===== config.mk =====
export PLATFORM = sky130hd
export DESIGN_NAME = int_exec_unit
export DESIGN_NICKNAME = d
export VERILOG_FILES = /design/src/rtl/exu_pkg.sv /design/src/rtl/exu_rst_sync.sv /design/src/rtl/exu_opnd_sel.sv /design/src/rtl/exu_arith.sv /design/src/rtl/exu_logic_shift.sv /design/src/rtl/int_exec_unit.sv
export SDC_FILE = /design/constraint.sdc
export NUM_CORES = 1
export LEC_CHECK = 0
export ABC_AREA = 1
export BUFFER_PORTS_ARGS = -buffer_cell sky130_fd_sc_hd__buf_2
export CAP_MARGIN = 20
export CORE_MARGIN = 2
export CORE_UTILIZATION = 50
export CTS_BUF_LIST = sky130_fd_sc_hd__clkbuf_2
export DETAILED_ROUTE_END_ITERATION = 10
export PLACE_DENSITY_LB_ADDON = 0.15
export SLEW_MARGIN = 0
export SYNTH_ARGS = -nofsm -noshare
export SYNTH_HDL_FRONTEND = slang
export SYNTH_SLANG_ARGS = --single-unit

===== constraint.sdc =====
create_clock -name clk -period 1 [get_ports clk]
set_input_delay 0.1 -clock clk [delete_from_list [all_inputs] [get_ports clk]]
set_output_delay 0.1 -clock clk [all_outputs]
set_load 0.02 [all_outputs]

===== src/rtl/exu_pkg.sv =====
package exu_pkg;

  typedef enum logic [4:0] {
    OP_ADD   = 5'd0,
    OP_ADDU  = 5'd1,
    OP_SUB   = 5'd2,
    OP_SUBU  = 5'd3,
    OP_ADDI  = 5'd4,
    OP_ADDIU = 5'd5,
    OP_AND   = 5'd6,
    OP_OR    = 5'd7,
    OP_XOR   = 5'd8,
    OP_NOR   = 5'd9,
    OP_ANDI  = 5'd10,
    OP_ORI   = 5'd11,
    OP_XORI  = 5'd12,
    OP_SLL   = 5'd13,
    OP_SRL   = 5'd14,
    OP_SRA   = 5'd15,
    OP_SLT   = 5'd16,
    OP_SLTU  = 5'd17,
    OP_SLTI  = 5'd18,
    OP_SLTIU = 5'd19,
    OP_LUI   = 5'd20
  } op_e;

  // immediate replaces opb and is sign-extended
  function automatic logic uses_simm(input logic [4:0] op);
    return (op == OP_ADDI) || (op == OP_ADDIU) ||
           (op == OP_SLTI) || (op == OP_SLTIU);
  endfunction

  // immediate replaces opb and is zero-extended
  function automatic logic uses_zimm(input logic [4:0] op);
    return (op == OP_ANDI) || (op == OP_ORI) || (op == OP_XORI);
  endfunction

  // operations allowed to raise the overflow trap
  function automatic logic may_trap(input logic [4:0] op);
    return (op == OP_ADD) || (op == OP_SUB) || (op == OP_ADDI);
  endfunction

endpackage


===== src/rtl/exu_rst_sync.sv =====
module exu_rst_sync #(
  parameter int STAGES = 2
) (
  input  logic clk,
  input  logic rst_n,
  output logic rst_sync_n
);
  logic [STAGES-1:0] sync_q;
  logic [STAGES-1:0] sync_d;

  always_comb begin
    sync_d = {sync_q[STAGES-2:0], 1'b1};
  end

  always_ff @(posedge clk or negedge rst_n) begin
    if (!rst_n) sync_q <= '0;
    else        sync_q <= sync_d;
  end

  assign rst_sync_n = sync_q[STAGES-1];
endmodule


===== src/rtl/exu_opnd_sel.sv =====
module exu_opnd_sel
  import exu_pkg::*;
#(
  parameter int XLEN  = 32,
  parameter int IMM_W = 16
) (
  input  logic [4:0]       op,
  input  logic [XLEN-1:0]  opb,
  input  logic [IMM_W-1:0] imm,
  output logic [XLEN-1:0]  opnd_b
);
  localparam int PAD_W = XLEN - IMM_W;

  logic [XLEN-1:0] simm_ext;
  logic [XLEN-1:0] zimm_ext;

  assign simm_ext = {{PAD_W{imm[IMM_W-1]}}, imm};
  assign zimm_ext = {{PAD_W{1'b0}}, imm};

  always_comb begin
    if (uses_simm(op))      opnd_b = simm_ext;
    else if (uses_zimm(op)) opnd_b = zimm_ext;
    else                    opnd_b = opb;
  end
endmodule


===== src/rtl/exu_arith.sv =====
module exu_arith
  import exu_pkg::*;
#(
  parameter int XLEN = 32
) (
  input  logic [4:0]      op,
  input  logic [XLEN-1:0] a,
  input  logic [XLEN-1:0] b,
  output logic [XLEN-1:0] sum,
  output logic            ovf,
  output logic            lt_s,
  output logic            lt_u
);
  localparam int MSB = XLEN - 1;

  logic            do_sub;
  logic [XLEN-1:0] b_eff;
  logic [XLEN:0]   cmp_diff;

  assign do_sub = (op == OP_SUB) || (op == OP_SUBU);
  assign b_eff  = do_sub ? ~b : b;

  // adder shared by the add and subtract codes
  always_comb begin
    sum = a + b_eff + {{(XLEN-1){1'b0}}, do_sub};
    ovf = (a[MSB] == b_eff[MSB]) && (sum[MSB] != a[MSB]);
  end

  // separate subtractor for the compare codes; carry out 0 means a < b unsigned
  always_comb begin
    cmp_diff = {1'b0, a} + {1'b0, ~b} + {{XLEN{1'b0}}, 1'b1};
    lt_u     = ~cmp_diff[XLEN];
    lt_s     = (a[MSB] != b[MSB]) ? a[MSB] : cmp_diff[MSB];
  end
endmodule


===== src/rtl/exu_logic_shift.sv =====
module exu_logic_shift
  import exu_pkg::*;
#(
  parameter int XLEN  = 32,
  parameter int IMM_W = 16
) (
  input  logic [4:0]             op,
  input  logic [XLEN-1:0]        a,
  input  logic [XLEN-1:0]        b,
  input  logic [IMM_W-1:0]       imm,
  input  logic [$clog2(XLEN)-1:0] shamt,
  output logic [XLEN-1:0]        out
);
  localparam int SHW = $clog2(XLEN);

  logic            left;
  logic            fill;
  logic [XLEN-1:0] src;
  logic [XLEN-1:0] stage [SHW+1];
  logic [XLEN-1:0] shr_out;
  logic [XLEN-1:0] shl_out;

  assign left = (op == OP_SLL);
  assign fill = (op == OP_SRA) ? a[XLEN-1] : 1'b0;

  // left shifts reuse the right shifter on a bit-reversed word
  genvar gi;
  generate
    for (gi = 0; gi < XLEN; gi++) begin : g_rev
      assign src[gi]     = left ? a[XLEN-1-gi] : a[gi];
      assign shl_out[gi] = shr_out[XLEN-1-gi];
    end
  endgenerate

  assign stage[0] = src;

  generate
    for (gi = 0; gi < SHW; gi++) begin : g_stage
      localparam int DIST = 1 << gi;
      assign stage[gi+1] = shamt[gi]
        ? {{DIST{fill}}, stage[gi][XLEN-1:DIST]}
        : stage[gi];
    end
  endgenerate

  assign shr_out = stage[SHW];

  always_comb begin
    unique case (op)
      OP_AND, OP_ANDI: out = a & b;
      OP_OR,  OP_ORI:  out = a | b;
      OP_XOR, OP_XORI: out = a ^ b;
      OP_NOR:          out = ~(a | b);
      OP_SLL:          out = shl_out;
      OP_SRL, OP_SRA:  out = shr_out;
      OP_LUI:          out = {imm, {(XLEN-IMM_W){1'b0}}};
      default:         out = '0;
    endcase
  end
endmodule


===== src/rtl/int_exec_unit.sv =====
module int_exec_unit
  import exu_pkg::*;
#(
  parameter int XLEN  = 32,
  parameter int IMM_W = 16,
  parameter int SHW   = $clog2(XLEN)
) (
  input  logic             clk,
  input  logic             rst_n,
  input  logic             in_valid,
  input  logic [4:0]       op_sel,
  input  logic [XLEN-1:0]  opa,
  input  logic [XLEN-1:0]  opb,
  input  logic [IMM_W-1:0] imm,
  input  logic [SHW-1:0]   shamt,
  output logic             out_valid,
  output logic [XLEN-1:0]  result,
  output logic             ovf_trap
);
  logic            rst_core_n;
  logic [XLEN-1:0] opnd_b;
  logic [XLEN-1:0] sum;
  logic            ovf_raw;
  logic            lt_s;
  logic            lt_u;
  logic [XLEN-1:0] ls_out;

  logic [XLEN-1:0] res_d, res_q;
  logic            trap_d, trap_q;
  logic            vld_q;

  exu_rst_sync #(.STAGES(2)) u_rst (
    .clk        (clk),
    .rst_n      (rst_n),
    .rst_sync_n (rst_core_n)
  );

  exu_opnd_sel #(.XLEN(XLEN), .IMM_W(IMM_W)) u_opnd (
    .op     (op_sel),
    .opb    (opb),
    .imm    (imm),
    .opnd_b (opnd_b)
  );

  exu_arith #(.XLEN(XLEN)) u_arith (
    .op   (op_sel),
    .a    (opa),
    .b    (opnd_b),
    .sum  (sum),
    .ovf  (ovf_raw),
    .lt_s (lt_s),
    .lt_u (lt_u)
  );

  exu_logic_shift #(.XLEN(XLEN), .IMM_W(IMM_W)) u_ls (
    .op    (op_sel),
    .a     (opa),
    .b     (opnd_b),
    .imm   (imm),
    .shamt (shamt),
    .out   (ls_out)
  );

  // next-state: result select and trap gating
  always_comb begin
    trap_d = may_trap(op_sel) && ovf_raw;
    unique case (op_sel)
      OP_ADD, OP_ADDU, OP_SUB, OP_SUBU,
      OP_ADDI, OP_ADDIU:  res_d = sum;
      OP_SLT, OP_SLTI:    res_d = {{(XLEN-1){1'b0}}, lt_s};
      OP_SLTU, OP_SLTIU:  res_d = {{(XLEN-1){1'b0}}, lt_u};
      default:            res_d = ls_out;
    endcase
  end

  // registers with explicit clock enable
  always_ff @(posedge clk or negedge rst_core_n) begin
    if (!rst_core_n) begin
      res_q  <= '0;
      trap_q <= 1'b0;
    end else if (in_valid) begin
      res_q  <= res_d;
      trap_q <= trap_d;
    end
  end

  always_ff @(posedge clk or negedge rst_core_n) begin
    if (!rst_core_n) vld_q <= 1'b0;
    else             vld_q <= in_valid;
  end

  assign result    = res_q;
  assign ovf_trap  = trap_q;
  assign out_valid = vld_q;
endmodule


==> impl_metrics.py, run 1 <==
metrics = {
    "clock_tree": {
        "clockBufferDepth": 2,
        "cts_root_buf": "clkbuf_2",
        "numCtsBuffers": 5,
        "htree_levels": 2,
        "clock_sinks": 36,
    },
    "yosys": {
        "synth_top_area_cell": "nand2_1",
        "yosysSeqAreaShare": 0.09692,
        "ys_warn_count": 0,
        "synth.area.top_cells": "nand2_1 (20%), nand3_1 (18%), ha_1 (10%)",
        "netlist-cell-type-count": 53,
        "ys_seq_elements": 36,
        "synth_ff_type": "dfrtp_1",
        "yosysTopAreaCellShare": 0.1991,
        "synth_nets": 1863,
        "synth_edf_count": 0,
        "syn-cell-area_um2": 9295,
        "syn_inst": 1690,
        "async_flop_share": 1.000,
        "avgSynthCellArea_um2": 5.500,
    },
    "status": {
        "failing_step": "global routing",
        "error_line": "[ERROR GRT-0116] Global routing finished with congestion. Check the congestion regions in the DRC Viewer.",
        "status": "stopped before the end",
    },
    "die": {
        "rows": 49,
        "io_pins": 127,
        "dieWidth_um": 140.3,
        "die_y_um": 140.3,
        "start_util": 0.5139,
    },
    "placed_design": {
        "dp.cells": 2469,
        "place_congestion": 1.150,
        "hpwl_mm": 42.10,
        "io_buffers": 126,
    },
    "global_routing": {
        "overflow": 14,
        "track_usage": 0.6771,
        "grt_start_max_net_pins": 35,
        "grt_pass1_wl_mm": 101.4,
        "grt_pass1_vias": 17710,
    },
}
## metal layers
| metal | GRT usage | GRT overflow |
|---|---|---|
| met5 | 0.1128 | 0 |
| met4 | 0.6566 | 6 |
| met3 | 0.4434 | 0 |
| met2 | 0.9069 | 8 |
| met1 | 0.6890 | 0 |
## synth_stat cells (5+ instances only)
| master | count |
|---|---|
| clkbuf_1 | 34 |
| inv_1 | 169 |
| nand3_1 | 336 |
| ha_1 | 78 |
| buf_2 | 7 |
| o221a_2 | 6 |
| or2_2 | 6 |
| a211oi_1 | 9 |
| o22ai_1 | 6 |
| a21o_1 | 6 |
| nand4_1 | 22 |
| nor3_1 | 14 |
| dfrtp_1 | 36 |
| a22oi_1 | 5 |
| a221oi_1 | 8 |
| nand2_2 | 9 |
| buf_1 | 22 |
| a21oi_1 | 103 |
| o21ai_1 | 9 |
| nand2_1 | 493 |
| nand3_2 | 6 |
| xor2_1 | 34 |
| o211ai_1 | 16 |
| o21ai_0 | 76 |
| o221ai_1 | 7 |
| o2111ai_1 | 5 |
| a31oi_1 | 10 |
| nor2_1 | 108 |
| inv_2 | 8 |
## kinds of logic after synthesis
| group | synth area share |
|---|---|
| XOR/XNOR | 0.03204 |
| adder cells (fa/ha/maj) | 0.1093 |
| AO/OA/AOI/OAI | 0.1820 |
| buffers and inverters | 0.1059 |
| other | 0.0004034 |
| AND/OR/NAND/NOR | 0.4734 |
| flip-flops | 0.09692 |
## timing repair
action                     CTS
hold endpoints to repair     2
setup buffers               70
gates cloned                 4
gates resized for setup    355
hold buffers                 2
pin swaps                  112
setup endpoints to repair   67
## per-stage QoR
stage          hold WS (ns)  setup slack, ns    util  area [um^2]  setup TNS (ns)
3_5_place_dp        -0.1045           -2.430  0.7750        14020          -70.22
3_3_place_gp        -0.1148           -2.343  0.7750        14020          -67.45
4_1_cts              0.1511           -1.594  0.8840        15990          -49.28
2_1_floorplan       -0.1956           -1.656       -         9497          -49.01
==> run 2, diff against run 1 <==
- CORE_UTILIZATION: 50 -> 35
- CTS_BUF_LIST: sky130_fd_sc_hd__clkbuf_2 -> unset
- clock period: 1 -> 1.3 ns (I/O delays scaled with it)
==> run 2 against run 1 <==
  * Area after synthesis did not move
  * The flow now finishes, with violations (setup timing)
  * Synthesized cell count unchanged
==> impl_metrics.py, run 2 <==
metrics = {
    "die": {
        "start_util": 0.3567,
        "core_region_area_um2": 26060,
        "rows": 59,
        "die_area_um2": 27880,
        "dieWidth_um": 167.0,
        "die_y_um": 167.0,
        "io_pins": 127,
    },
    "cells_and_area": {
        "multi_input_area_um2": 9597,
        "antennaDiodeCount": 0,
        "layout_common_cells": "buf_4 (509), nand2_1 (386), nand3_1 (298)",
        "final_cells": 2677,
        "final_common_cell": "buf_4",
        "drive_gt1_frac": 0.4812,
        "syn_to_final_growth_pct": 87.76,
        "n_fill_cell": 2392,
        "nNetsFinal": 2514,
        "seq_area_um2": 900.9,
        "largest_reg_flops": 32,
    },
    "run": {
        "drv_cap": 0,
    },
    "clock_tree": {
        "numCtsBuffers": 5,
        "clock_latency_ns": 0.29,
        "clk_pin_slew_worst_paths_ns": 0.07,
        "clock_sinks": 36,
        "cts_root_buf": "clkbuf_16",
        "htree_levels": 2,
        "cts_tree": "done",
        "clockBufferDepth": 2,
    },
    "yosys": {
        "syn_inst": 1690,
        "synthMostInstantiatedCell": "nand2_1",
        "yosysSeqAreaShare": 0.09692,
        "netlist-cell-type-count": 53,
        "synth_nets": 1863,
        "syn-cell-area_um2": 9295,
        "synth_edf_count": 0,
        "ys_seq_elements": 36,
        "avgSynthCellArea_um2": 5.500,
        "synth_ff_type": "dfrtp_1",
        "ys_warn_count": 0,
        "yosysTopAreaCellShare": 0.1991,
        "async_flop_share": 1.000,
        "synth_top_area_cell": "nand2_1",
        "yosys-top-cells-count": "nand2_1 (493), nand3_1 (336), inv_1 (169)",
        "synth.area.top_cells": "nand2_1 (20%), nand3_1 (18%), ha_1 (10%)",
    },
    "routing": {
        "first_iter_violations": 1680,
        "firstDrtPassIters": 7,
        "wl_mm": 57.26,
        "via_per_inst": 5.595,
        "ant_nets": 0,
        "vias": 14980,
        "drc": 0,
        "wl_per_cell_um": 21.39,
    },
    "worst_setup_path": {
        "r2r-end": "result[0]$_DFFE_PN0P_",
        "crit_path_start": "op_sel[3]",
        "reg2regPathDepth": 3,
        "cp-endpoint": "result[28]$_DFFE_PN0P_",
        "critPathRequiredTime_ns": 1.48,
        "worstSetupStartpointType": "primary input",
        "r2r-start": "result[0]$_DFFE_PN0P_",
        "critPathMaxFanout": 6,
        "worstSetupEndpointType": "flop",
        "worstSetupPathType": "primary input to flop",
        "regToRegSetupSlack_ns": 0.36,
        "cp.arrival_ns": 2.99,
    },
    "status": {
        "status": "finished, violations left",
        "violations": "setup timing",
    },
    "global_routing": {
        "use_met1": 0.4973,
        "antenna_found_initial": 0,
        "grt.busiest_layer": "met2",
        "met2_usage": 0.6443,
        "track_usage": 0.3877,
        "grt_pass1_vias": 14060,
        "grt_use_met3": 0.06179,
        "grt_pass1_wl_mm": 83.15,
        "overflow": 0,
        "grt_start_max_net_pins": 35,
    },
    "timing": {
        "setup_ws_ns": -1.514,
        "finalCritPeriodShare": 2.165,
        "setup_violations": 33,
        "grt_setup_unrepaired": "true",
        "fin_skew_ns": 0.01179,
        "hold_viol": 0,
        "period_needed_ns": 2.814,
        "max_freq_mhz": 355.3,
        "final_max_slew_viol_count": 0,
    },
    "power_and_ir_drop": {
        "vdd_ir_drop_max_uv": 605.4,
        "leakagePower_nw": 8.844,
        "powerDensity_nw_per_um2": 703.2,
        "power.total_mw": 12.27,
    },
    "worst_hold_path": {
        "hold_path_class": "primary input to async pin",
    },
    "placed_design": {
        "place_ws_ns": -2.150,
        "dp.cells": 2573,
        "hpwl_mm": 45.72,
        "place_congestion": 1.023,
        "io_buffers": 126,
    },
}
run 2: cell counts after synthesis:
Identical to the previous run, type by type.
run 2: metrics by stage:
stage	utilization	hold WS (ns)	cell area (um^2)	TNS (ns)
2_1_floorplan	-	-0.1656	9495	-40.10
3_3_place_gp	0.5433	-0.08425	14160	-59.75
3_5_place_dp	0.5433	-0.08278	14160	-60.43
4_1_cts	0.6094	0.1943	15880	-42.24
5_1_grt	0.6698	0.2024	17450	-49.12
6_report	0.6698	0.1986	17450	-45.02
run 2: worst min-delay path by stage:
stage / start / cells after the start / to
finish: rst_n / 2 / u_rst.sync_q[1]$_DFF_PN0_
global route: rst_n / 2 / u_rst.sync_q[1]$_DFF_PN0_
global placement: rst_n / 1 / u_rst.sync_q[1]$_DFF_PN0_
CTS: rst_n / 2 / u_rst.sync_q[1]$_DFF_PN0_
floorplan: rst_n / 0 / u_rst.sync_q[0]$_DFF_PN0_
detailed placement: rst_n / 1 / u_rst.sync_q[1]$_DFF_PN0_
run 2: routing by layer:
metal / wire, um / vias up
li1: - / 7010
met1: 22940 / 7075
met2: 26410 / 721
met3: 4662 / 171
met4: 3244 / 0
met5: 0 / -
run 2: logic make-up after synthesis:
group	Yosys count	share of synthesized area
buffers and inverters	250	0.1059
XOR/XNOR	34	0.03204
adder cells (fa/ha/maj)	80	0.1093
AND/OR/NAND/NOR	1008	0.4734
AO/OA/AOI/OAI	281	0.1820
other	1	0.0004034
flip-flops	36	0.09692
run 2: where the power goes:
group	total, mW	internal (mW)	switching [mW]
Sequential	1.37	1.28	0.0942
Combinational	9.61	4.31	5.31
Clock	1.29	0.767	0.522
Total	12.3	6.35	5.92
run 2: timing repair:
action                                  CTS  global route
setup buffers                            52            44
cloned                                    3             4
resized for setup                       283           285
hold endpoints to repair                  2             0
endpoints found under the setup margin   33            33
hold buffers                              1             0
pin swaps                               124           202
run 2: final cells by class:
cell class,instances,area share
multi-input combinational,1405,0.5499
timing repair buffer,713,0.3250
sequential,36,0.05162
inverter,180,0.04115
tap,335,0.02402
clock buffer,8,0.008388
run 2: worst max-delay path, cell delays in order:
cell and delay [ns]:
buf_12 0.10, inv_6 0.04, nor2_4 0.11, nand2_2 0.09, nand2_4 0.12, clkinv_8 0.09
buf_12 0.15, buf_12 0.14, nand3_4 0.07, nand2_4 0.07, xor2_1 0.14, ha_2 0.40
nand2_4 0.08, nor4_4 0.33, a21oi_2 0.11, inv_2 0.13, nand4_1 0.12, nand2_1 0.11
nand2_1 0.06, nand3_2 0.07, nand4_1 0.15, nand2_1 0.09, nand2_1 0.05
Note: power is estimated with default switching activity, not from simulation.
